## config.mk

```make
export PLATFORM = sky130hd
export DESIGN_NAME = prio_enc16_n
export DESIGN_NICKNAME = d
export VERILOG_FILES = /design/src/rtl/prio_enc_pkg.sv /design/src/rtl/prio_slice.sv /design/src/rtl/prio_enc_ctrl.sv /design/src/rtl/prio_enc_dp.sv /design/src/rtl/prio_enc16_n.sv
export SDC_FILE = /design/constraint.sdc
export NUM_CORES = 1
export LEC_CHECK = 0
export ABC_AREA = 1
export ABC_CLOCK_PERIOD_IN_PS = 1750
export BUFFER_PORTS_ARGS = -buffer_cell sky130_fd_sc_hd__clkbuf_2
export CAP_MARGIN = 20
export CORE_AREA = 4 4 41 43
export DETAILED_ROUTE_END_ITERATION = 8
export DIE_AREA = 0 0 45 47
export REMOVE_ABC_BUFFERS = 1
export SYNTH_ARGS = -nofsm -noshare
export SYNTH_HDL_FRONTEND = slang
export SYNTH_HIERARCHICAL = 1
export SYNTH_SLANG_ARGS = --single-unit
```

## constraint.sdc

```tcl
create_clock -name vclk -period 1.75
set_input_delay 0.2625 -clock vclk [all_inputs]
set_output_delay 0.2625 -clock vclk [all_outputs]
set_load 0.01 [all_outputs]
```

## src/rtl/prio_enc_pkg.sv

```systemverilog
package prio_enc_pkg;
  // strobes from control into the datapath
  typedef struct packed {
    logic loEnN;   // enable for the lower slice, active low
  } encStrobes_t;

  // status returned by one slice
  typedef struct packed {
    logic gsN;     // group select, active low
    logic eoN;     // enable out, active low
  } sliceStat_t;
endpackage

```

## src/rtl/prio_slice.sv

```systemverilog
module prio_slice #(
  parameter int W  = 8,
  parameter int CW = $clog2(W)
) (
  input  logic [W-1:0]  reqN,
  input  logic          enInN,
  output logic [CW-1:0] codeN,
  output logic          gsN,
  output logic          eoN
);
  logic [CW-1:0] topIdx;
  logic          anyReq;

  // scan upward so the highest active line wins
  always_comb begin
    topIdx = '0;
    anyReq = 1'b0;
    for (int i = 0; i < W; i++) begin
      if (!reqN[i]) begin
        topIdx = CW'(i);
        anyReq = 1'b1;
      end
    end
  end

  always_comb begin
    if (enInN) begin
      codeN = '1;
      gsN   = 1'b1;
      eoN   = 1'b1;
    end else if (anyReq) begin
      codeN = ~topIdx;
      gsN   = 1'b0;
      eoN   = 1'b1;
    end else begin
      codeN = '1;
      gsN   = 1'b1;
      eoN   = 1'b0;
    end
  end
endmodule

```

## src/rtl/prio_enc_ctrl.sv

```systemverilog
module prio_enc_ctrl
  import prio_enc_pkg::*;
(
  input  sliceStat_t  hiStat,
  input  sliceStat_t  loStat,
  output encStrobes_t strobes,
  output logic        grpSelN,
  output logic        enOutN
);
  // upper slice hands enable down only when it is idle
  always_comb begin
    strobes.loEnN = hiStat.eoN;
    grpSelN       = hiStat.gsN & loStat.gsN;
    enOutN        = loStat.eoN;
  end
endmodule

```

## src/rtl/prio_enc_dp.sv

```systemverilog
module prio_enc_dp
  import prio_enc_pkg::*;
#(
  parameter int SLICE_W = 8,
  parameter int SEL_W   = $clog2(SLICE_W)
) (
  input  logic [2*SLICE_W-1:0] reqN,
  input  logic                 enInN,
  input  encStrobes_t          strobes,
  output sliceStat_t           hiStat,
  output sliceStat_t           loStat,
  output logic [SEL_W:0]       codeN
);
  logic [SEL_W-1:0] hiCodeN;
  logic [SEL_W-1:0] loCodeN;
  logic             hiGs, hiEo, loGs, loEo;

  prio_slice #(.W(SLICE_W), .CW(SEL_W)) u_hiSlice (
    .reqN  (reqN[2*SLICE_W-1:SLICE_W]),
    .enInN (enInN),
    .codeN (hiCodeN),
    .gsN   (hiGs),
    .eoN   (hiEo)
  );

  prio_slice #(.W(SLICE_W), .CW(SEL_W)) u_loSlice (
    .reqN  (reqN[SLICE_W-1:0]),
    .enInN (strobes.loEnN),
    .codeN (loCodeN),
    .gsN   (loGs),
    .eoN   (loEo)
  );

  assign hiStat = '{gsN: hiGs, eoN: hiEo};
  assign loStat = '{gsN: loGs, eoN: loEo};

  // idle slice drives ones, so AND merges the two codes
  for (genvar b = 0; b < SEL_W; b++) begin : g_merge
    assign codeN[b] = hiCodeN[b] & loCodeN[b];
  end
  assign codeN[SEL_W] = hiGs;
endmodule

```

## src/rtl/prio_enc16_n.sv

```systemverilog
module prio_enc16_n
  import prio_enc_pkg::*;
#(
  parameter int SLICE_W = 8,
  localparam int SEL_W  = $clog2(SLICE_W),
  localparam int IN_W   = 2 * SLICE_W,
  localparam int CODE_W = SEL_W + 1
) (
  input  logic [IN_W-1:0]   reqN,
  input  logic              enInN,
  output logic [CODE_W-1:0] codeN,
  output logic              grpSelN,
  output logic              enOutN
);
  encStrobes_t strobes;
  sliceStat_t  hiStat;
  sliceStat_t  loStat;

  prio_enc_ctrl u_ctrl (
    .hiStat  (hiStat),
    .loStat  (loStat),
    .strobes (strobes),
    .grpSelN (grpSelN),
    .enOutN  (enOutN)
  );

  prio_enc_dp #(.SLICE_W(SLICE_W), .SEL_W(SEL_W)) u_dp (
    .reqN    (reqN),
    .enInN   (enInN),
    .strobes (strobes),
    .hiStat  (hiStat),
    .loStat  (loStat),
    .codeN   (codeN)
  );
endmodule

```

### Word level (Yosys, flattened, before mapping)

Cells that the tools add are included.

| word-level totals | value |
|---|---|
| output and inout bits | 6 |
| register bits after elaboration | 0 |
| word-level logic and storage cells | 48 |
| input bits | 17 |

| cells by class | value |
|---|---|
| multiplexer cells | 42 |
| bitwise gates (word level) | 6 |

Operator list:

| kind | count |
|---|---|
| 3-bit 2-to-1 mux | 16 |
| 1-bit 2-to-1 mux | 26 |
| 3-bit NOT | 2 |
| 1-bit AND | 4 |

### Logic depth before layout (Yosys ltp)

| depth | value |
|---|---|
| word-level depth | 12 |
| gate-level depth with buffers | 12 |
| mapped depth without buffers | 10 |

### Modules after synthesis

Netlist, hierarchy kept.

By module, submodules not included:

| module | seq. area each (um2) | area an instance (um2) | instances | cells an instance |
|---|---|---|---|---|
| prio_slice | 0.0 | 90.1 | 2 | 20 |
| prio_enc_dp | 0.0 | 60.1 | 1 | 11 |
| prio_enc_ctrl | 0.0 | 22.5 | 1 | 4 |

### Least setup slack after synthesis

OpenSTA, ideal clock, no wires.

| timing | value |
|---|---|
| path kind | input -> output |
| start | in reqN[13] |
| end | out enOutN |
| slack | 260 ps |
| arrival time | 1228 ps |
| buffers on the path | 4 |
| required time | 1487 ps |
| cell stages on the path | 11 |
| cell sequence | nand2_1 -> nor2_2 -> inv_2 -> nor2_2 -> nand2_1 -> buf_4 -> buf_4 -> inv_1 -> nand2_1 -> buf_4 -> buf_4 |

| on the way | value |
|---|---|
| word-level cells in the longest chain between the ends | 6 |

RTL lines:

| element | RTL line | source |
|---|---|---|
| from (decl) | prio_enc16_n.sv:9 | `input logic [IN_W-1:0] reqN,` |
| 1-bit 2-to-1 mux (3 in series) | prio_slice.sv:19 | `if (!reqN[i]) begin` |
| 1-bit 2-to-1 mux | prio_slice.sv:31 | `end else if (anyReq) begin` |
| 1-bit 2-to-1 mux | prio_slice.sv:27 | `if (enInN) begin` |
| net u_dp.hiEo | prio_enc_dp.sv:16 | `logic hiGs, hiEo, loGs, loEo;` |
| 1-bit 2-to-1 mux | prio_slice.sv:27 |  |
| to (decl) | prio_enc16_n.sv:13 | `output logic enOutN` |

The timed path passes the listed nets, and every way through them passes these cells.

==> flow_summary.json <==
{
  "grt_pass1_vias": 263,
  "die_h_um": 47,
  "hold_violations": 0,
  "vias": 334,
  "end_kind": "primary output",
  "clock_buffers": 0,
  "cts-resized-gates": 0,
  "post_cts_buffers": 0,
  "wire_per_inst_um": 7.14,
  "nNetsFinal": 90,
  "grt_pass1_wl_um": 966,
  "p_leak_nw": 0.221,
  "final_cells": 86,
  "die-width_um": 45,
  "placedCellCount": 86,
  "grt_usage_pct": 5.66,
  "layout-drive-gt1-share_pct": 43.7,
  "crit_type": "in2out",
  "status": "complete, no violations",
  "grt_max_degree": 6,
  "ys_seq_area_share_pct": 0,
  "core_um2": 1300,
  "ant_nets": 0,
  "cp-start-kind": "input pin",
  "nFlopsAndLatches": 0,
  "drtIter0Drc": 5,
  "drc": 0,
  "busiest_layer": "met2",
  "io_pins": 23,
  "start_util_pct": 20.2,
  "regArea_um2": 0,
  "io_buffers": 23,
  "use_met3_pct": 0.766,
  "p_per_area_nw_per_um2": 178,
  "ir_drop_uv": 54.0,
  "diodes": 0,
  "worst_pin_slew_ns": 0.159,
  "path_max_fanout": 5,
  "hpwlAfterDp_um": 598,
  "yosysWarnings": 6,
  "place.gp.congestion": 0.662,
  "die_area_um2": 2120,
  "firstDrtPassIters": 3,
  "use_met1_pct": 7.42,
  "cp.arrival_ns": 1.18,
  "cts_hold_buf": 0,
  "core.rowCount": 13,
  "clock.fmax_mhz": 695,
  "drt-total-wl_um": 614,
  "holdWs_ns": 0.875,
  "syn_inst": 55,
  "slew_headroom_pct": 89.3,
  "holdCritPathClass": "in2out",
  "syn_area_um2": 263,
  "tns_ns": 0,
  "cp_data_required_time_ns": 1.49,
  "met2_usage_pct": 10.5,
  "syn2layout_area_growth_pct": 31.0,
  "netlist.area_leader.share_pct": 37.1,
  "final-setup-viol-count": 0,
  "rsz0062_at_grt": "no",
  "via_per_inst": 3.88,
  "avgSynthCellArea_um2": 4.78,
  "synthTopCellsByArea": "nand2_1 37%, buf_4 20%, inv_1 11%, nor2_2 9.5%, o21ai_2 6.7%",
  "drv_cap": 0,
  "synth.distinct_cells": 9,
  "finalCriticalPeriod_ns": 1.44,
  "yosysTopAreaCell": "nand2_1",
  "overflow": 0,
  "fin_crit_sh_pct": 82.2,
  "grt_antenna_before_repair": 0,
  "slew_viol_final": 0
}
[cell families after synthesis]
| logic type | share of synthesized area, % |
|---|---|
| and+or+nand+nor | 51.4 |
| buffers and inverters | 34.3 |
| AOI/OAI and AO/OA | 14.3 |
[final timing paths]
kind	startpoint	endpoint	slack [ns]	cells past startpoint
worst max-delay path	reqN[13]	codeN[1]	0.31	11
worst min-delay path	enInN	codeN[3]	0.87	4
[layer usage]
metal  wire length [um]  part of all wire, %
met1                259                   42
met2                280                   46
met3                 74                   12
met4                  0                    0
met5                  0                    0
[synthesized netlist by cell type]
cell     count
nand2_1     26
inv_1        8
buf_4        7
nor2_2       4
a21oi_1      2
inv_2        2
nand4_1      2
o21ai_0      2
o21ai_2      2
[cells in the final DEF (no fill, tap or decap)]
master and instances:
nor2_2 4, nand4_1 2, o21ai_2 2, nand2_1 26
inv_1 8, clkbuf_2 23, o21ai_0 2, inv_2 2
a21oi_1 2
[worst max-delay path: stages]
cell and delay (ns):
clkbuf_2 0.09, nand2_1 0.07, nor2_2 0.12, inv_2 0.06
nor2_2 0.07, nand2_1 0.05, inv_1 0.13, o21ai_0 0.12
nand2_1 0.07, inv_1 0.03, clkbuf_2 0.11
[metrics by stage]
stage / total power (W) / instance area [um2] / setup slack, ns / utilization [%]
floorplan: 0.0000291 / 210 / 0.589 / -
CTS: 0.0000626 / 344 / 0.298 / 26.4
detailed placement: 0.0000624 / 344 / 0.299 / 26.4
global placement: 0.0000614 / 344 / 0.321 / 26.4
finish: 0.0000611 / 344 / 0.311 / 26.4
global route: 0.0000706 / 344 / 0.156 / 26.4
[final cells by class]
cell class | instances | area [um2]
multi-input cells | 38 | 173
repair buffers | 23 | 115
fillers | 176 | 957
well taps | 15 | 18.8
inverters | 10 | 37.5
[power breakdown]
group | internal, W | total (W) | leakage (nW) | switching, W
Clock | 0 | 0 | 0 | 0
Sequential | 0 | 0 | 0 | 0
Combinational | 0.0000287 | 0.0000611 | 0.221 | 0.0000324
Power figures use the tool's default switching activity.
